$ cat src/rtl/hd_pkg.sv
package hd_pkg;

    typedef enum logic {
        HD_MODE_ABS  = 1'b0,
        HD_MODE_DIFF = 1'b1
    } hd_mode_e;

endpackage

$ cat src/rtl/hd_tracker.sv
module hd_tracker #(
    parameter int NUM_CH      = 16,
    parameter int NUM_SAMPLES = 31,
    parameter int IDX_W       = $clog2(NUM_SAMPLES),
    parameter int CH_W        = $clog2(NUM_CH)
) (
    input  logic             clk,
    input  logic             rst_n,
    input  logic             trig_start,
    input  logic             smp_valid,
    output logic             take,
    output logic [IDX_W-1:0] smp_idx,
    output logic             chan_done,
    output logic [CH_W-1:0]  done_chan
);

    localparam logic [IDX_W-1:0] LAST_SMP = IDX_W'(NUM_SAMPLES - 1);
    localparam logic [CH_W-1:0]  LAST_CH  = CH_W'(NUM_CH - 1);

    typedef struct packed {
        logic             active;
        logic [IDX_W-1:0] smp_idx;
        logic [CH_W-1:0]  chan_idx;
        logic             done;
        logic [CH_W-1:0]  done_chan;
    } trk_t;

    trk_t trk_d, trk_q;

    always_comb begin
        trk_d      = trk_q;
        trk_d.done = 1'b0;
        if (trig_start) begin
            trk_d.active   = 1'b1;
            trk_d.smp_idx  = '0;
            trk_d.chan_idx = '0;
        end else if (trk_q.active && smp_valid) begin
            if (trk_q.smp_idx == LAST_SMP) begin
                trk_d.smp_idx   = '0;
                trk_d.done      = 1'b1;
                trk_d.done_chan = trk_q.chan_idx;
                if (trk_q.chan_idx == LAST_CH) begin
                    trk_d.active   = 1'b0;
                    trk_d.chan_idx = '0;
                end else begin
                    trk_d.chan_idx = trk_q.chan_idx + CH_W'(1);
                end
            end else begin
                trk_d.smp_idx = trk_q.smp_idx + IDX_W'(1);
            end
        end
    end

    always_ff @(posedge clk) begin
        if (!rst_n) begin
            trk_q <= '0;
        end else begin
            trk_q <= trk_d;
        end
    end

    assign take      = trk_q.active && smp_valid && !trig_start;
    assign smp_idx   = trk_q.smp_idx;
    assign chan_done = trk_q.done;
    assign done_chan = trk_q.done_chan;

    // a channel spans several samples, so completions never come back to back
    a_r7_done_spacing: assert property (@(posedge clk) disable iff (!rst_n)
        chan_done |=> !chan_done);

    // with no trigger running, no channel can complete
    a_r9_idle_quiet: assert property (@(posedge clk) disable iff (!rst_n)
        (!trk_q.active && !trig_start) |=> !chan_done);

    // a restart discards any completion pending from the interrupted trigger
    a_r10_restart_quiet: assert property (@(posedge clk) disable iff (!rst_n)
        trig_start |=> !chan_done);

endmodule

$ cat src/rtl/hd_accum.sv
module hd_accum #(
    parameter int DATA_W = 18,
    parameter int IDX_W  = 5
) (
    input  logic              clk,
    input  logic              rst_n,
    input  logic              take,
    input  logic [IDX_W-1:0]  smp_idx,
    input  logic [DATA_W-1:0] smp_data,
    input  logic [IDX_W-1:0]  pk_idx,
    input  logic [IDX_W-1:0]  bs_idx,
    output logic [DATA_W:0]   peak_sum,
    output logic [DATA_W+1:0] base_sum
);

    localparam int XW = IDX_W + 1;
    localparam logic [DATA_W:0]   PK_MAX = {{DATA_W{1'b1}}, 1'b0};
    localparam logic [DATA_W+1:0] BS_MAX = {{DATA_W{1'b1}}, 2'b00};

    typedef struct packed {
        logic [DATA_W:0]   peak;
        logic [DATA_W+1:0] base;
    } acc_t;

    acc_t acc_d, acc_q;

    logic [XW-1:0] idx_x, pk_x, bs_x;
    logic          in_peak, in_base;

    always_comb begin
        idx_x   = XW'(smp_idx);
        pk_x    = XW'(pk_idx);
        bs_x    = XW'(bs_idx);
        in_peak = (idx_x == pk_x) || (idx_x == pk_x + XW'(1));
        in_base = (idx_x >= bs_x) && (idx_x <= bs_x + XW'(3));
    end

    always_comb begin
        acc_d = acc_q;
        if (take) begin
            acc_d.peak = ((smp_idx == '0) ? '0 : acc_q.peak)
                       + (in_peak ? (DATA_W+1)'(smp_data) : '0);
            acc_d.base = ((smp_idx == '0) ? '0 : acc_q.base)
                       + (in_base ? (DATA_W+2)'(smp_data) : '0);
        end
    end

    always_ff @(posedge clk) begin
        if (!rst_n) begin
            acc_q <= '0;
        end else begin
            acc_q <= acc_d;
        end
    end

    assign peak_sum = acc_q.peak;
    assign base_sum = acc_q.base;

    // at most two samples ever land in the peak sum
    a_r2_peak_bound: assert property (@(posedge clk) disable iff (!rst_n)
        peak_sum <= PK_MAX);

    // at most four samples ever land in the baseline sum
    a_r2_base_bound: assert property (@(posedge clk) disable iff (!rst_n)
        base_sum <= BS_MAX);

endmodule

$ cat src/rtl/hd_decide.sv
module hd_decide
    import hd_pkg::*;
#(
    parameter int DATA_W = 18,
    parameter int THR_W  = 18
) (
    input  logic [DATA_W:0]   peak_sum,
    input  logic [DATA_W+1:0] base_sum,
    input  hd_mode_e          mode,
    input  logic [THR_W-1:0]  thr,
    output logic              hit
);

    localparam int CMP_W = ((DATA_W > THR_W) ? DATA_W : THR_W) + 1;

    logic [DATA_W-1:0] peak_lvl, base_lvl;
    logic [DATA_W:0]   diff;
    logic              diff_neg;
    logic              hit_diff, hit_abs;
    logic              unused_lsb;

    always_comb begin
        peak_lvl = peak_sum[DATA_W:1];
        base_lvl = base_sum[DATA_W+1:2];
        diff     = {1'b0, peak_lvl} - {1'b0, base_lvl};
        diff_neg = diff[DATA_W];
        hit_diff = !diff_neg && (CMP_W'(diff[DATA_W-1:0]) >= CMP_W'(thr));
        hit_abs  = CMP_W'(peak_lvl) >= CMP_W'(thr);
        hit      = (mode == HD_MODE_DIFF) ? hit_diff : hit_abs;
    end

    assign unused_lsb = ^{peak_sum[0], base_sum[1:0]};

endmodule

$ cat src/rtl/hit_discriminator.sv
module hit_discriminator
    import hd_pkg::*;
#(
    parameter int NUM_CH      = 16,
    parameter int NUM_SAMPLES = 31,
    parameter int DATA_W      = 18,
    parameter int THR_W       = 18,
    parameter int IDX_W       = $clog2(NUM_SAMPLES),
    parameter int CH_W        = $clog2(NUM_CH)
) (
    input  logic              clk,
    input  logic              rst_n,
    input  logic              trig_start,
    input  logic              cfg_mode,
    input  logic [THR_W-1:0]  cfg_thr,
    input  logic [IDX_W-1:0]  cfg_peak_idx,
    input  logic [IDX_W-1:0]  cfg_base_idx,
    input  logic              smp_valid,
    input  logic [DATA_W-1:0] smp_data,
    output logic              res_valid,
    output logic              res_hit,
    output logic [CH_W-1:0]   res_chan,
    output logic              mask_valid,
    output logic [NUM_CH-1:0] hit_mask
);

    localparam logic [CH_W-1:0] LAST_CH = CH_W'(NUM_CH - 1);

    typedef struct packed {
        hd_mode_e          mode;
        logic [THR_W-1:0]  thr;
        logic [IDX_W-1:0]  pk;
        logic [IDX_W-1:0]  bs;
        logic              res_valid;
        logic              res_hit;
        logic [CH_W-1:0]   res_chan;
        logic              mask_valid;
        logic [NUM_CH-1:0] mask;
    } top_t;

    top_t top_d, top_q;

    logic              take;
    logic [IDX_W-1:0]  smp_idx;
    logic              chan_done;
    logic [CH_W-1:0]   done_chan;
    logic [DATA_W:0]   peak_sum;
    logic [DATA_W+1:0] base_sum;
    logic              hit;
    logic [NUM_CH-1:0] mask_upd;

    hd_tracker #(
        .NUM_CH      (NUM_CH),
        .NUM_SAMPLES (NUM_SAMPLES),
        .IDX_W       (IDX_W),
        .CH_W        (CH_W)
    ) u_tracker (
        .clk        (clk),
        .rst_n      (rst_n),
        .trig_start (trig_start),
        .smp_valid  (smp_valid),
        .take       (take),
        .smp_idx    (smp_idx),
        .chan_done  (chan_done),
        .done_chan  (done_chan)
    );

    hd_accum #(
        .DATA_W (DATA_W),
        .IDX_W  (IDX_W)
    ) u_accum (
        .clk      (clk),
        .rst_n    (rst_n),
        .take     (take),
        .smp_idx  (smp_idx),
        .smp_data (smp_data),
        .pk_idx   (top_q.pk),
        .bs_idx   (top_q.bs),
        .peak_sum (peak_sum),
        .base_sum (base_sum)
    );

    hd_decide #(
        .DATA_W (DATA_W),
        .THR_W  (THR_W)
    ) u_decide (
        .peak_sum (peak_sum),
        .base_sum (base_sum),
        .mode     (top_q.mode),
        .thr      (top_q.thr),
        .hit      (hit)
    );

    for (genvar n = 0; n < NUM_CH; n++) begin : g_mask
        assign mask_upd[n] = top_q.mask[n] | (hit && (done_chan == CH_W'(n)));
    end

    always_comb begin
        top_d            = top_q;
        top_d.res_valid  = 1'b0;
        top_d.mask_valid = 1'b0;
        if (trig_start) begin
            top_d.mode = hd_mode_e'(cfg_mode);
            top_d.thr  = cfg_thr;
            top_d.pk   = cfg_peak_idx;
            top_d.bs   = cfg_base_idx;
            top_d.mask = '0;
        end else if (chan_done) begin
            top_d.res_valid  = 1'b1;
            top_d.res_hit    = hit;
            top_d.res_chan   = done_chan;
            top_d.mask       = mask_upd;
            top_d.mask_valid = (done_chan == LAST_CH);
        end
    end

    always_ff @(posedge clk) begin
        if (!rst_n) begin
            top_q <= '0;
        end else begin
            top_q <= top_d;
        end
    end

    assign res_valid  = top_q.res_valid;
    assign res_hit    = top_q.res_hit;
    assign res_chan   = top_q.res_chan;
    assign mask_valid = top_q.mask_valid;
    assign hit_mask   = top_q.mask;

    // the mask is complete exactly when the last channel reports
    a_r8_mask_with_last: assert property (@(posedge clk) disable iff (!rst_n)
        mask_valid |-> (res_valid && res_chan == LAST_CH));

    // the last channel's mask bit agrees with its reported decision
    a_r8_mask_bit_agrees: assert property (@(posedge clk) disable iff (!rst_n)
        mask_valid |-> (hit_mask[NUM_CH-1] == res_hit));

    // a trigger start clears the mask and suppresses any result
    a_r10_mask_clear: assert property (@(posedge clk) disable iff (!rst_n)
        trig_start |=> (hit_mask == '0 && !res_valid));

    // a result pulse lasts a single cycle
    a_r7_single_pulse: assert property (@(posedge clk) disable iff (!rst_n)
        res_valid |=> !res_valid);

endmodule

$ cat config.mk
export PLATFORM = sky130hd
export DESIGN_NAME = hit_discriminator
export DESIGN_NICKNAME = d
export VERILOG_FILES = /design/src/rtl/hd_pkg.sv /design/src/rtl/hd_tracker.sv /design/src/rtl/hd_accum.sv /design/src/rtl/hd_decide.sv /design/src/rtl/hit_discriminator.sv
export SDC_FILE = /design/constraint.sdc
export NUM_CORES = 1
export LEC_CHECK = 0
export ABC_AREA = 1
export BUFFER_PORTS_ARGS = -buffer_cell sky130_fd_sc_hd__buf_2
export CAP_MARGIN = 20
export CORE_MARGIN = 5
export CORE_UTILIZATION = 40
export CTS_CLUSTER_SIZE = 24
export DETAILED_ROUTE_END_ITERATION = 12
export MAX_ROUTING_LAYER = met4
export PLACE_DENSITY = 0.57
export SLEW_MARGIN = 20
export SYNTH_ARGS = -nofsm -noshare
export SYNTH_HDL_FRONTEND = slang
export SYNTH_HIERARCHICAL = 1
export SYNTH_SLANG_ARGS = --single-unit
$ cat constraint.sdc
create_clock -name clk -period 4.3 [get_ports clk]
set_clock_uncertainty 0.1 [all_clocks]
set_input_delay 0.645 -clock clk [delete_from_list [all_inputs] [get_ports clk]]
set_output_delay 0.645 -clock clk [all_outputs]
set_load 0.05 [all_outputs]
# After elaboration in Yosys (flattened, before gate mapping)

Index checks and enable logic that the tools add are counted.

Add/sub/neg operators: 7
Order comparisons: 4
Equality and inequality tests: 19
Multiplexer cells: 13
Reductions and logical operators: 35
Bitwise gates (word level): 20

Operators by type and width:

| operator                                       | count |
|---|---|
| == test 4 bit (second input constant)          | 9 |
| >= comparator 18 bit                           | 2 |
| two-way mux 18 bit                             | 2 |
| two-way mux 23 bit                             | 1 |
| adder 20 bit                                   | 1 |
| logical AND 1 bit                              | 20 |
| two-way mux 20 bit                             | 1 |
| adder 19 bit                                   | 1 |
| two-way mux 19 bit                             | 1 |
| subtractor 18 x 18 -> 19 bit                   | 1 |
| == test 4 x 3 -> 1 bit (second input constant) | 4 |
| bitwise OR 1 bit                               | 16 |
| two-way mux 15 bit                             | 1 |
| two-way mux 10 bit                             | 1 |
| two-way mux 9 bit                              | 1 |
| == test 4 x 2 -> 1 bit (second input constant) | 2 |
| adder 5 x 1 -> 6 bit (second input constant)   | 1 |
| adder 5 x 2 -> 6 bit (second input constant)   | 1 |
| == test 5 x 6 -> 1 bit                         | 1 |
| <= comparator 5 x 6 -> 1 bit                   | 1 |
| AND reduction 3 bit                            | 2 |
| nonzero test 2 bit                             | 3 |
| OR reduction 3 bit                             | 2 |
| adder 5 x 1 -> 5 bit (second input constant)   | 1 |
| other kinds (15)                               | 22 |

Output and inout bits: 23
Register bits after elaboration: 106
Bits of input ports: 51

# Depth between registers and ports, before layout

Gate-level depths: netlist of run 1.

Word-level depth: 7
Depth in mapped cells: 26

# Hierarchy

Netlist of run 1, hierarchy kept.

Modules (own cells, without submodules):

| module            | cells each | times used | sequential area each (um^2) | area an instance (um^2) |
|---|---|---|---|---|
| hd_accum          | 814        | 1          | 780.7                       | 4624.4 |
| hit_discriminator | 258        | 1          | 1041.0                      | 2013.2 |
| hd_decide         | 342        | 1          | 0.0                         | 2004.4 |
| hd_tracker        | 106        | 1          | 300.3                       | 773.2 |

# Worst setup path after synthesis of run 1

Ideal clock, no wire load.

Path kind: register to register
Start point: register top_q[23] (netlist bit)
End point: register u_accum.acc_q, in the netlist u_accum/base_sum[16]
Required time: 4091 ps
Period minus slack after synthesis: 3407 ps
Library setup time: 109 ps
Setup slack: 893 ps
Arrival time: 3198 ps
Stages on the path, launching flop included: 24
Cells stage by stage: dfxtp_1 inv_1 ha_1 nor3_1 xor2_1 ha_1 a21oi_1 nand3b_1 nand2_1 buf_2 nor2_1 ha_1 inv_1 fa_1 inv_1 nand3_1 nand3_1 nand2_1 nand2_1 nand2_1 nand3_1 nand3_1 nand2_1 inv_1

Cells in the longest elaborated chain, start to end: 5

RTL lines:

| what                         | RTL line                 | source |
|---|---|---|
| start: declaration           | hit_discriminator.sv:41  | `top_t top_d, top_q;` |
| start signal: assignment     | hit_discriminator.sv:121 | `top_q <= top_d;` |
| adder 5 x 2 -> 6 bit         | hd_accum.sv:35           | `in_base = (idx_x >= bs_x) && (idx_x <= bs_x + XW'(3));` |
| <= comparator 5 x 6 -> 1 bit | hd_accum.sv:35           |  |
| logical AND 1 bit *          | hd_accum.sv:35           |  |
| two-way mux 18 bit *         | hd_accum.sv:44           | `+ (in_base ? (DATA_W+2)'(smp_data) : '0);` |
| adder 20 bit *               | hd_accum.sv:44           |  |
| end signal: assignment       | hd_accum.sv:50           | `acc_q <= '0;` |
| end signal: assignment       | hd_accum.sv:52           | `acc_q <= acc_d;` |
| end: declaration             | hd_accum.sv:25           | `acc_t acc_d, acc_q;` |

Mark *: on every way between the ends. The rest lies on a longest branch, timed or not.
A chain may end at the register's enable or synchronous reset.

# Worst setup path in the final report of run 1

Start point: register u_accum.acc_q, in the netlist u_accum/peak_sum[1]
End point: register top_q, in the netlist hit_mask[5]

Cells in the longest elaborated chain, start to end: 6

RTL lines:

| what                                                    | RTL line                | source |
|---|---|---|
| subtractor 18 x 18 -> 19 bit                            | hd_decide.sv:25         | `diff = {1'b0, peak_lvl} - {1'b0, base_lvl};` |
| >= comparator 18 bit or zero test 1 bit (tied branches) | hd_decide.sv:27         | `hit_diff = !diff_neg && (CMP_W'(diff[DATA_W-1:0]) >= CMP_W'(thr));` |
| logical AND 1 bit                                       | hd_decide.sv:27         |  |
| two-way mux 1 bit *                                     | hd_decide.sv:29         | `hit = (mode == HD_MODE_DIFF) ? hit_diff : hit_abs;` |
| via hit                                                 | hit_discriminator.sv:49 | `logic hit;` |
| logical AND 1 bit *                                     | hit_discriminator.sv:95 | `assign mask_upd[n] = top_q.mask[n] \| (hit && (done_chan == CH_W'(n)));` |
| bitwise OR 1 bit *                                      | hit_discriminator.sv:95 |  |

Mark *: on every way through the listed nets, which the timed path passes. The rest lies on a longest branch.

==> flow_summary.ini, run 1 <==
[status]
status = completed

[synthesis]
synth_nets = 1679
synth_cell_type_count = 43
syn_inst = 1520
synth_area_sq_um = 9420
yosysSeqAreaShare = 0.225
ys_seq_elements = 106
avgSynthCellArea_sq_um = 6.19
synth_top_area_frac = 0.225
yosys_warnings = 6
synthTopCellsByArea = dfxtp_1, ha_1, nand2_1
synth_area_leader_cell = dfxtp_1

[route]
wl_per_cell_um = 14.0
num_vias = 8995
top_layer = met4
ant_nets = 0
vias_per_cell = 4.80
met3_length_um = 900
drt-met1-wl_mm = 12.9
remaining_drc_errors = 0
drt_iter0_drc = 509
wl_met2_mm = 12.1
wl_mm = 26.3
drt_pass1_iterations = 5

[critical_path]
cp_max_fo = 11
r2r_setup_slack_ns = 0.49
critPathKind = reg -> reg
required_ns = 4.48
worstPathArrival_ns = 4.00
cp-end-kind = register
start_kind = register

[timing]
fin_tns_setup_ns = 0
tightestPinTransition_ns = 0.948
period_minus_slack_ns = 3.81
report.final.setup_viol = 0
hold_violations = 0
timing.hold.ws_ns = 0.348
rsz0062_at_grt = false
slew_headroom = 0.368
fmax_mhz = 262
fin_crit_sh = 0.886
final_max_slew_viol_count = 0
timing.final.ws_setup_ns = 0.490

[pwr]
leakagePower_uw = 0.00567
p_comb_frac = 0.304
intPower_uw = 1730
power_switching_share = 0.367
seq_power_share = 0.383
power.density_nw_per_um2 = 270
p_clk_frac = 0.312
p_switching_uw = 1010
power.total_uw = 2740
ir_drop_mv = 0.178

[final_layout]
syn_to_final_growth_pct = 7.63
n_fill_cell = 2596
drive_gt1_frac = 0.0875
antennaDiodeCount = 0
final_core_utilization = 0.434
seq_area_sq_um = 2120
multiInputGateArea_sq_um = 5910
nNetsFinal = 1709

[global_route]
antenna_found_initial = 0
grt_max_degree = 57
track_usage = 0.205
grt_pass1_wl_mm = 42.5
overflow = 0
grt_pass1_vias = 8401

[floorplanning]
floorplan.initialDensity = 0.404
die_w_um = 163
design.die.area_sq_um = 26700
std_cell_rows = 56
coreArea_sq_um = 23300
io_pins = 74
die_h_um = 163

[placed_design]
io_buffers = 73
dp_slack_ns = 0.478
place_congestion = 0.924
dpl.hpwl_mm = 20.7

[worst_hold_path]
hold_path_class = reg -> reg

[cts]
clk-insertion-delay-late_ns = 0.36
cts.clk_slew.worst_paths_ns = 0.08
numCtsBuffers = 9
post_cts_buffers = 0
ctsLongestPathBuffers = 2
h-tree-depth = 3
cts_tree = done
cts_num_sinks = 106
cts-root-buf = clkbuf_16

[run]
maxCapViolations = 0
-- state kept, by name, indices dropped and copies added, names as in the netlist --
register and flops:
top_q 29, u_accum/base_sum 20, u_accum/peak_sum 19, hit_mask 16, u_tracker/smp_idx 5, u_tracker/trk_q 5
res_chan 4, u_tracker/done_chan 4, mask_valid 1, res_hit 1, res_valid 1, u_tracker/chan_done 1
-- what timing repair did --
| item | CTS | global route |
|---|---|---|
| resized for setup | 0 | 1 |
| setup endpoints to repair | 0 | 2 |
| hold buffers | 0 | 0 |
-- routing by layer --
metal,track usage,vias to the layer above
li1,-,4780
met1,0.273,4024
met2,0.335,167
met3,0.0235,24
met4,0.0461,0
met5,-,-
-- path summary, 6_finish.rpt --
path,startpoint,endpoint,cells past startpoint
min,hit_mask[15],hit_mask[15],2
min reg2reg,hit_mask[15],hit_mask[15],2
max reg2reg,u_accum/peak_sum[1],hit_mask[5],25
max,u_accum/peak_sum[1],hit_mask[5],25
-- worst max-delay path, cell delays in order, from the launching register on --
cell and delay, ns:
dfxtp_1 0.36, inv_1 0.12, ha_1 0.15, inv_1 0.08, fa_1 0.47, nand3_1 0.11, nand3_1 0.11, nand4_1 0.10
nand2_1 0.11, nand2_1 0.10, nand3_1 0.07, nand2_1 0.06, nand2_1 0.05, ha_1 0.26, nand2_1 0.06, nor2_1 0.21
nand3_1 0.10, nor2_1 0.15, o21bai_1 0.08, nand2_1 0.06, nand3_1 0.06, nand2_1 0.11, nand2_1 0.10, inv_1 0.26
nand3_1 0.13, a21oi_1 0.15
-- through the flow --
stage	area [sq um]	std cells
floorplan	9420	1520
global placement	9830	1858
detailed placement	9830	1858
CTS	10100	1874
global route	10100	1874
finish	10100	1874
-- power by group through the flow --
stage | Sequential, uW | Combinational, uW | Clock, uW
finish | 1050 | 833 | 855
global route | 1050 | 955 | 920
CTS | 1050 | 831 | 886
detailed placement | 1070 | 824 | 0
global placement | 1070 | 812 | 0
floorplan | 1060 | 633 | 0
-- cells in the final DEF (no fill, tap or decap), types with 3 or more instances in the layout --
cell and count:
nand2_2 9, ha_1 105, xor2_1 32, xnor2_1 9, and2_1 3, buf_4 5
nand4_1 8, nand3b_1 3, a21o_1 6, o21ai_1 4, buf_2 73, fa_1 3
inv_1 261, o21bai_1 7, nor2_1 261, nor3_1 6, o21ai_0 68, nand3_1 95
clkbuf_16 9, inv_2 6, a21oi_2 12, nor2_4 5, dfxtp_1 106, a21oi_1 92
nand2_1 341, nand3_2 4
-- synth_stat cells (all sizes together) --
cell	count
nand2	350
inv	267
nor2	267
dfxtp	106
a21oi	105
ha	105
nand3	100
o21ai	72
buf	50
xor2	33
xnor2	10
clkbuf	9
nand4	8
a21o	7
o21bai	7
nor3	6
and2	3
fa	3
nand3b	3
nor4	2
a211oi	1
and3	1
clkinv	1
o211ai	1
o21a	1
o311ai	1
or3b	1
-- area by class of cell --
type                    count  share of cell area
inverters                 268              0.0993
well taps                 319              0.0394
multi-input cells        1087               0.583
clock buffers               9              0.0222
flip-flops and latches    106               0.209
repair buffers             78              0.0398
clock inverters             7             0.00716
-- logic make-up (layout without fill, tap and decap cells) --
family / count (synthesis) / in the layout / synth area share
AOI/OAI and AO/OA: 195 / 195 / 0.115
and+or+nand+nor: 741 / 741 / 0.324
buffers and inverters: 327 / 362 / 0.148
DFF: 106 / 106 / 0.225
xor gates and xnor gates: 43 / 43 / 0.0416
adders and majority gates: 108 / 108 / 0.146
No activity file was read; power rests on OpenSTA's default activity.
==> inputs of run 2 (changes only) <==
--- a/config.mk
+++ b/config.mk
@@ -5,7 +5,6 @@
 export SDC_FILE = /design/constraint.sdc
 export NUM_CORES = 1
 export LEC_CHECK = 0
-export ABC_AREA = 1
 export BUFFER_PORTS_ARGS = -buffer_cell sky130_fd_sc_hd__buf_2
 export CAP_MARGIN = 20
 export CORE_MARGIN = 5
==> flow_summary.ini, run 2 <==
[status]
status = completed

[synthesis]
synth_top_family_by_area = simple AND/OR/NAND/NOR gates
synth_top_area_frac = 0.243
synth-simple-area-share = 0.227
synth_area_leader_cell = dfxtp_1
synthTopCellsByCount = dfxtp_1, ha_1, nor2b_1, a21oi_1, nand2_1
synth-compound-area-share = 0.187
synthTopCellsByArea = dfxtp_1, ha_1, mux2i_1
synth_xor_area_frac = 0.0531
ys_seq_elements = 106
synth_nets = 1200
yosys-mux-area-fraction = 0.0619
synth_cell_type_count = 86
synth_ff_type = dfxtp_1
yosysSeqAreaShare = 0.243
yosys_warnings = 6
synthArstFlopShare = 0
synthAdderAreaFrac = 0.157
syn_inst = 1041
synth_area_sq_um = 8730
synthMostInstantiatedCell = dfxtp_1
avgSynthCellArea_sq_um = 8.39
synth_edf_count = 0

[run]
maxCapViolations = 0

[timing]
timing.hold.ws_ns = 0.354
period_minus_slack_ns = 4.02
tightestPinTransition_ns = 0.645
report.final.setup_viol = 0
final_max_slew_viol_count = 0
fmax_mhz = 248
hold_violations = 0
fin_tns_setup_ns = 0
fin_crit_sh = 0.936
slew_headroom = 0.569

[route]
wl_mm = 21.0
vias_per_cell = 5.30
wl_per_cell_um = 15.4
ant_nets = 0
remaining_drc_errors = 0
num_vias = 7213
drt_pass1_iterations = 7
drt_iter0_drc = 304

[final_layout]
largest_reg_flops = 29
reg.largest.list = top_q x29, u_accum/base_sum x20, u_accum/peak_sum x19
nNetsFinal = 1235
layout_common_cells = ha_1, dfxtp_1, nor2b_1
fin_area_sq_um = 9550
drive_gt1_frac = 0.127
regMostFlops = top_q
syn_to_final_growth_pct = 9.38
fin_cells = 1361
final_common_cell = ha_1
antennaDiodeCount = 0

[floorplanning]
floorplan.initialDensity = 0.403
die_w_um = 158
std_cell_rows = 54
io_pins = 74
die_h_um = 158
design.die.area_sq_um = 24900
coreArea_sq_um = 21700

[cts]
cts.clk_slew.worst_paths_ns = 0.08
h-tree-depth = 3
cts_tree = done
clk-insertion-delay-late_ns = 0.35
cts_num_sinks = 106
numCtsBuffers = 9
ctsLongestPathBuffers = 2
cts-hold-fix-buffers = 0
cts-root-buf = clkbuf_16

[critical_path]
rr_worst_depth = 19
cp_max_fo = 6
cp-end-kind = register
required_ns = 4.43
critPathKind = reg -> reg
start_kind = register
worstPathArrival_ns = 4.16
r2r_setup_slack_ns = 0.28

[pwr]
power.total_uw = 2560
power.density_nw_per_um2 = 268
leakagePower_uw = 0.00412
ir_drop_mv = 0.196

[global_route]
grt_pass1_wl_mm = 34.4
track_usage = 0.174
grt_pass1_vias = 6961
overflow = 0
antenna_found_initial = 0
grt_max_degree = 39

[worst_hold_path]
hold_path_class = reg -> reg
min_path_cells = 2

[placed_design]
place_congestion = 0.893
dpl.hpwl_mm = 16.3
io_buffers = 73
postPlaceCellArea_sq_um = 9160
dpl.cell_count = 1342
## run 2: cell types whose count changed after synthesis, sizes merged, moves of 54 or more
cell	delta
mux2i	+54
nand3	-69
inv	-208
nor2	-222
nor2b	+76
nand2	-287
## run 2: power by group
part,switching [uW],leakage [uW],internal (uW)
clock network,404,0.000158,481
logic,353,0.00310,289
registers,23.9,0.000862,1010
total,780,0.00412,1780
## run 2: routing by layer
| metal | global-route usage | vias up | routed length, um |
|---|---|---|---|
| li1 | - | 3764 | - |
| met1 | 0.239 | 3324 | 10700 |
| met5 | - | - | 0 |
| met2 | 0.275 | 113 | 9370 |
| met3 | 0.0246 | 12 | 780 |
| met4 | 0.0295 | 0 | 142 |
## run 2: path summary, 6_finish.rpt
| path | startpoint | end |
|---|---|---|
| max | u_accum/peak_sum[1] | hit_mask[15] |
| min | res_chan[2] | res_chan[2] |
| max reg2reg | u_accum/peak_sum[1] | hit_mask[15] |
| min reg2reg | res_chan[2] | res_chan[2] |
## run 2: kinds of logic (layout without fill, tap and decap cells)
family	count (synthesis)	count (layout)
simple gates	352	352
buf+inv	124	164
mux	54	54
flops	106	106
compound gates	244	244
xor+xnor	53	53
fa+ha+maj	108	108
## run 2: final cells by class
| type | instances | area (sq um) |
|---|---|---|
| Inverter | 60 | 225 |
| Sequential cell | 106 | 2120 |
| Timing Repair Buffer | 88 | 485 |
| Multi-Input combinational cell | 811 | 6050 |
| Clock buffer | 10 | 239 |
| Tap cell | 280 | 350 |
| Fill cell | 2175 | 12100 |
| Clock inverter | 6 | 83.8 |
## run 2: critical path, cell delays in order, from the launching register on
cell and delay [ns]:
dfxtp_1 0.33, inv_1 0.08, ha_1 0.17, inv_1 0.06, fa_1 0.40, a21oi_1 0.21, o211ai_1 0.18, a31oi_1 0.29
o21a_1 0.20, o21ai_1 0.11, o311ai_1 0.28, ha_1 0.30, nand4_1 0.11, a21oi_1 0.05, nor3b_1 0.23, a31oi_1 0.11
and3_2 0.25, and4_1 0.24, a31oi_1 0.17, nor2_1 0.05
## run 2: repair_timing
action                     CTS  global route
gates resized for setup      0            11
buffers inserted             0             3
setup endpoints to repair    0            18
## run 2: through the flow
step	setup WS (ns)	utilization
after CTS	0.0627	0.437
after global placement	0.189	0.422
after floorplan	0.328	-
final	0.275	0.441
after global routing	-0.0326	0.441
after detailed placement	0.0778	0.422
